**config.mk**
```make
export PLATFORM = sky130hd
export DESIGN_NAME = gpio_mmio
export DESIGN_NICKNAME = d
export VERILOG_FILES = /design/src/rtl/gpio_mmio_pkg.sv /design/src/rtl/gpio_sync.sv /design/src/rtl/gpio_order.sv /design/src/rtl/gpio_latch.sv /design/src/rtl/gpio_mmio.sv
export SDC_FILE = /design/constraint.sdc
export NUM_CORES = 1
export LEC_CHECK = 0
export CORE_UTILIZATION = 44
export DETAILED_ROUTE_END_ITERATION = 10
export MAX_ROUTING_LAYER = met4
export PLACE_DENSITY = 0.8
export RECOVER_POWER = 50
export SLEW_MARGIN = 30
export SYNTH_ARGS = -nofsm -noshare
export SYNTH_HDL_FRONTEND = slang
export SYNTH_SLANG_ARGS = --single-unit
export TNS_END_PERCENT = 1
```
**constraint.sdc**
```tcl
create_clock -name clk -period 0.9 [get_ports clk]
set_input_delay 0.135 -clock clk [delete_from_list [all_inputs] [get_ports clk]]
set_output_delay 0.135 -clock clk [all_outputs]
set_load 0.005 [all_outputs]
```
**src/rtl/gpio_mmio_pkg.sv**
```systemverilog
package gpio_mmio_pkg;

    localparam int unsigned ADDR_W = 2;

    typedef enum logic [ADDR_W-1:0] {
        REG_DATA = 2'd0,
        REG_SET  = 2'd1,
        REG_CLR  = 2'd2,
        REG_NONE = 2'd3
    } reg_sel_e;

    function automatic reg_sel_e decode_addr(input logic [ADDR_W-1:0] addr);
        return reg_sel_e'(addr);
    endfunction

endpackage

```
**src/rtl/gpio_sync.sv**
```systemverilog
module gpio_sync #(
    parameter int unsigned WIDTH  = 32,
    parameter int unsigned STAGES = 2
) (
    input  logic             clk,
    input  logic             rst_n,
    input  logic [WIDTH-1:0] async_in,
    output logic [WIDTH-1:0] sync_out
);

    logic [WIDTH-1:0] stage_q [STAGES];

    for (genvar s = 0; s < STAGES; s++) begin : g_stage
        if (s == 0) begin : g_first
            always_ff @(posedge clk or negedge rst_n) begin
                if (!rst_n) stage_q[s] <= '0;
                else        stage_q[s] <= async_in;
            end
        end else begin : g_next
            always_ff @(posedge clk or negedge rst_n) begin
                if (!rst_n) stage_q[s] <= '0;
                else        stage_q[s] <= stage_q[s-1];
            end
        end
    end

    assign sync_out = stage_q[STAGES-1];

endmodule

```
**src/rtl/gpio_order.sv**
```systemverilog
module gpio_order #(
    parameter int unsigned WIDTH    = 32,
    parameter bit          REVERSED = 1'b0
) (
    input  logic [WIDTH-1:0] vec_in,
    output logic [WIDTH-1:0] vec_out
);

    for (genvar i = 0; i < WIDTH; i++) begin : g_bit
        if (REVERSED) begin : g_rev
            assign vec_out[i] = vec_in[WIDTH-1-i];
        end else begin : g_fwd
            assign vec_out[i] = vec_in[i];
        end
    end

endmodule

```
**src/rtl/gpio_latch.sv**
```systemverilog
module gpio_latch
    import gpio_mmio_pkg::*;
#(
    parameter int unsigned WIDTH      = 32,
    parameter bit          HAS_SETCLR = 1'b1
) (
    input  logic             clk,
    input  logic             rst_n,
    input  logic             wr,
    input  reg_sel_e         sel,
    input  logic [WIDTH-1:0] wdata,
    output logic [WIDTH-1:0] latch_q
);

    logic [WIDTH-1:0] set_mask;
    logic [WIDTH-1:0] clr_mask;
    logic             load_en;
    logic [WIDTH-1:0] latch_d;

    assign load_en = wr && (sel == REG_DATA);

    if (HAS_SETCLR) begin : g_setclr
        assign set_mask = (wr && sel == REG_SET) ? wdata : '0;
        assign clr_mask = (wr && sel == REG_CLR) ? wdata : '0;
    end else begin : g_nosetclr
        assign set_mask = '0;
        assign clr_mask = '0;
    end

    always_comb begin
        latch_d = latch_q;
        unique case (sel)
            REG_DATA: if (load_en) latch_d = wdata;
            REG_SET:  latch_d = latch_q | set_mask;
            REG_CLR:  latch_d = latch_q & ~clr_mask;
            REG_NONE: latch_d = latch_q;
            default:  latch_d = latch_q;
        endcase
    end

    always_ff @(posedge clk or negedge rst_n) begin
        if (!rst_n) latch_q <= '0;
        else        latch_q <= latch_d;
    end


    data_load_chk: assert property (@(posedge clk) disable iff (!rst_n)
        (wr && sel == REG_DATA) |=> latch_q == $past(wdata));


    idle_hold_chk: assert property (@(posedge clk) disable iff (!rst_n)
        !wr |=> $stable(latch_q));


    none_write_chk: assert property (@(posedge clk) disable iff (!rst_n)
        (wr && sel == REG_NONE) |=> $stable(latch_q));

    if (HAS_SETCLR) begin : g_setclr_chk

        set_bits_chk: assert property (@(posedge clk) disable iff (!rst_n)
            (wr && sel == REG_SET) |=>
                ((latch_q & $past(wdata)) == $past(wdata)) &&
                ((latch_q & ~$past(wdata)) == ($past(latch_q) & ~$past(wdata))));

        clr_bits_chk: assert property (@(posedge clk) disable iff (!rst_n)
            (wr && sel == REG_CLR) |=>
                ((latch_q & $past(wdata)) == '0) &&
                ((latch_q & ~$past(wdata)) == ($past(latch_q) & ~$past(wdata))));
    end else begin : g_nosetclr_chk

        absent_masks_chk: assert property (@(posedge clk) disable iff (!rst_n)
            (wr && (sel == REG_SET || sel == REG_CLR)) |=> $stable(latch_q));
    end

endmodule

```
**src/rtl/gpio_mmio.sv**
```systemverilog
module gpio_mmio
    import gpio_mmio_pkg::*;
#(
    parameter int unsigned WIDTH       = 32,
    parameter bit          HAS_SETCLR  = 1'b1,
    parameter bit          REVERSED    = 1'b0,
    parameter int unsigned SYNC_STAGES = 2
) (
    input  logic              clk,
    input  logic              rst_n,
    input  logic [ADDR_W-1:0] bus_addr,
    input  logic              bus_wr,
    input  logic [WIDTH-1:0]  bus_wdata,
    output logic [WIDTH-1:0]  bus_rdata,
    input  logic [WIDTH-1:0]  pin_in,
    output logic [WIDTH-1:0]  pin_out
);

    reg_sel_e         sel;
    logic [WIDTH-1:0] latch_q;
    logic [WIDTH-1:0] pins_sync;
    logic [WIDTH-1:0] pins_reg;

    initial begin
        width_legal_chk: assert (WIDTH == 8 || WIDTH == 16 || WIDTH == 32 || WIDTH == 64);
    end

    assign sel = decode_addr(bus_addr);

    gpio_latch #(
        .WIDTH      (WIDTH),
        .HAS_SETCLR (HAS_SETCLR)
    ) u_latch (
        .clk     (clk),
        .rst_n   (rst_n),
        .wr      (bus_wr),
        .sel     (sel),
        .wdata   (bus_wdata),
        .latch_q (latch_q)
    );

    gpio_order #(
        .WIDTH    (WIDTH),
        .REVERSED (REVERSED)
    ) u_out_order (
        .vec_in  (latch_q),
        .vec_out (pin_out)
    );

    gpio_sync #(
        .WIDTH  (WIDTH),
        .STAGES (SYNC_STAGES)
    ) u_sync (
        .clk      (clk),
        .rst_n    (rst_n),
        .async_in (pin_in),
        .sync_out (pins_sync)
    );

    gpio_order #(
        .WIDTH    (WIDTH),
        .REVERSED (REVERSED)
    ) u_in_order (
        .vec_in  (pins_sync),
        .vec_out (pins_reg)
    );

    always_comb begin
        bus_rdata = '0;
        unique case (sel)
            REG_DATA: bus_rdata = pins_reg;
            REG_SET,
            REG_CLR,
            REG_NONE: bus_rdata = '0;
            default:  bus_rdata = '0;
        endcase
    end


    rd_zero_chk: assert property (@(posedge clk) disable iff (!rst_n)
        (bus_addr != 2'd0) |-> bus_rdata == '0);


    pin_hold_chk: assert property (@(posedge clk) disable iff (!rst_n)
        !bus_wr |=> $stable(pin_out));

endmodule

```
==> metrics.yaml <==
status: "finished with violations"
violations: "negative setup slack"
synth_top_flop_cell: "dfrtp_1"
ys_types: 19
final_layout_size_suffix_gt1_share_pct: 34.5
vias: 2638
rows: 32
worstSkewPairLatency_ns: 0.35
finalCritPeriodShare_pct: 146
fin_nets: 495
fin_ws_ns: -0.418
grt_setup_unrepaired: "true"
worstPathRequired_ns: 1.14
grt_pass1_vias: 2693
drc_errors: 0
cts-root-buf: "clkbuf_8"
fmax_mhz: 758
yosys_warnings: 0
tightest_slew_ns: 0.507
routabilityCongestion: 0.720
port_buffers: 132
path_clk_slew_ns: 0.10
crit_path_end_kind: "flop"
antenna_found_initial: 0
hold_path.class: "primary input to async pin"
dr.first_iter.drc_count: 71
p_leak_nw: 2.62
htreeDepth: 3
antenna_left: 0
crit_slowest_cell: "a211o_4"
yosysSeqAreaShare_pct: 68.5
die_width_um: 91.3
path_max_fanout: 6
worstPathArrival_ns: 1.56
cp_slowest_stage_delay_ns: 0.39
cap_violations: 0
clock-sinks: 96
n_antenna_cell: 0
synth_fp_nets: 335
reg2reg_depth: 2
power_density_nw_per_um2: 1730
path_depth: 9
finish.utilization_pct: 70.0
grt_max_degree: 33
routed_wl_um: 8480
crit_path_start_kind: "primary input"
fillers: 549
dieArea_um2: 8330
slew_violations: 0
cp.buffers_inverters: 5
slew_headroom_pct: 66.2
setup_violations: 96
synth_top_area_share_pct: 68.5
critPathTopFamily: "compound AO/OA/AOI/OAI gates"
start_util_pct: 45.4
grt_pass1_wl_um: 13500
finalHoldViolations: 0
fin_crit_ns: 1.32
syn_to_final_growth_pct: 54.2
grt.total_usage_pct: 22.1
ys_ff_latch: 96
avgViaCountPerCell: 5.00
yosysTopAreaCell: "dfrtp_1"
ioPinCount: 133
synth_area_leaders: "dfrtp_1 68%, a32o_1 8.8%, a21o_1 6.6%"
post-cts-setup-buffers: 0
hpwl_um: 5600
whs_ns: 0.273
netlist_area_um2: 3510
die_y_um: 91.3
synth_edf_count: 0
worst_clock_skew_ns: 0.00816
crit_type: "primary input to flop"
wire_per_inst_um: 16.1
dr.pass1.iters: 4
ir_drop_uv: 1260
avgSynthCellArea_um2: 13.4
clockBufferDepth: 2
core-area_um2: 7730
cts_tree: "done"
cts_buffers: 9
grt-ovfl-total: 0
path_cells: "buf_12 > inv_12 > buf_6 > ha_4 > buf_6 > a211o_4 > buf_12 > a21o_1 > a32o_1"
synthArstFlopShare_pct: 100
netlist_instances: 261
## cell type report
type | count | area, µm² | share of cell area [%]
repair buffers | 168 | 1530 | 28.3
inverters | 3 | 31.3 | 0.579
clock inverters | 6 | 62.6 | 1.16
well taps | 102 | 128 | 2.36
multi-input cells | 143 | 1110 | 20.6
clock buffers | 10 | 138 | 2.55
flip-flops and latches | 96 | 2400 | 44.4
## cells in the mapped netlist, types with 2 or more instances
cell type	n
ha_1	5
a21oi_1	2
buf_6	3
and2_1	32
inv_1	2
nand2_1	32
nand2b_1	2
a32o_1	31
clkbuf_1	16
a21o_1	31
dfrtp_1	96
nor2_1	2
## cell families (layout without fill, tap and decap cells)
logic type               Yosys count  count (layout)  synth area share (%)
AO/OA/AOI/OAI                     68              68                  16.6
flip-flops                        96              96                  68.5
buffers and inverters             23             187                  3.21
adder cells (fa/ha/maj)            5               5                  1.78
AND/OR/NAND/NOR                   69              70                  9.88
## registers in the layout, summed over array words and instances (netlist names)
register / flops
u_latch.latch_q: 32
u_sync.sync_out: 32
u_sync.stage_q: 32
## where the power goes
group / internal (mW) / switching, mW
combinational: 1.08 / 0.769
clock: 1.15 / 1.55
sequential: 4.67 / 0.164
## through the flow
step                      instances  setup WS (ns)  instance area [µm²]  power, mW  setup TNS [ns]
final                           528         -0.418                 5410       9.38          -21.72
after global routing            528         -0.424                 5410       9.85          -25.44
after CTS                       528         -0.555                 5540       9.56          -30.29
after detailed placement        508          -1.40                 5260       6.88          -81.41
after global placement          508          -1.78                 5250       6.81          -92.36
after floorplan                 261         -0.320                 3570       5.53          -10.18
## repair_timing
item                                    in CTS  in global routing
endpoints found under the setup margin      96                 96
gates resized for setup                    221                 64
hold buffers                                 1                  0
pin swaps                                    4                  3
endpoints found under the hold margin       96                  0
cloned                                       3                  1
## final timing paths
| check | slack (ns) | endpoint | startpoint |
|---|---|---|---|
| setup reg to reg | 0.01 | u_latch.latch_q[31] | u_latch.latch_q[31] |
| hold / removal | 0.27 | u_sync.stage_q[54] | rst_n |
| setup / recovery | -0.42 | u_latch.latch_q[18] | bus_addr[1] |
| hold reg to reg | 0.35 | u_sync.sync_out[27] | u_sync.stage_q[59] |
| max in group asynchronous | 0.07 | u_sync.sync_out[1] | rst_n |
| min in group clk | 0.33 | u_sync.stage_q[51] | pin_in[19] |
## cell usage in the layout (no fill, tap or decap), types with 2 or more instances in the layout
| cell | n |
|---|---|
| a21o_1 | 31 |
| a32o_1 | 31 |
| and2_1 | 15 |
| and2_4 | 17 |
| buf_12 | 8 |
| buf_16 | 3 |
| buf_2 | 16 |
| buf_4 | 21 |
| buf_6 | 20 |
| clkbuf_2 | 35 |
| clkbuf_8 | 10 |
| clkdlybuf4s50_1 | 32 |
| clkinv_4 | 3 |
| dfrtp_1 | 96 |
| dlygate4sd3_1 | 33 |
| ha_4 | 3 |
| inv_8 | 2 |
| nand2_1 | 32 |
| nand2b_1 | 2 |
| nor2_4 | 2 |
## metal layers
layer / track usage (%) / part of all wire, % / vias up / wire (µm)
met5: - / 0 / - / 0
met4: 5.16 / 0.67 / 0 / 57
met3: 6.62 / 8.8 / 6 / 745
met2: 34.6 / 49 / 119 / 4190
met1: 28.5 / 41 / 1287 / 3490
li1: - / - / 1226 / -
## worst reg2reg max path: stages, from the launching register on
cell	delay, ns
dfrtp_1	0.40
buf_4	0.14
a32o_1	0.25
Note: power is estimated with default switching activity, not from simulation.
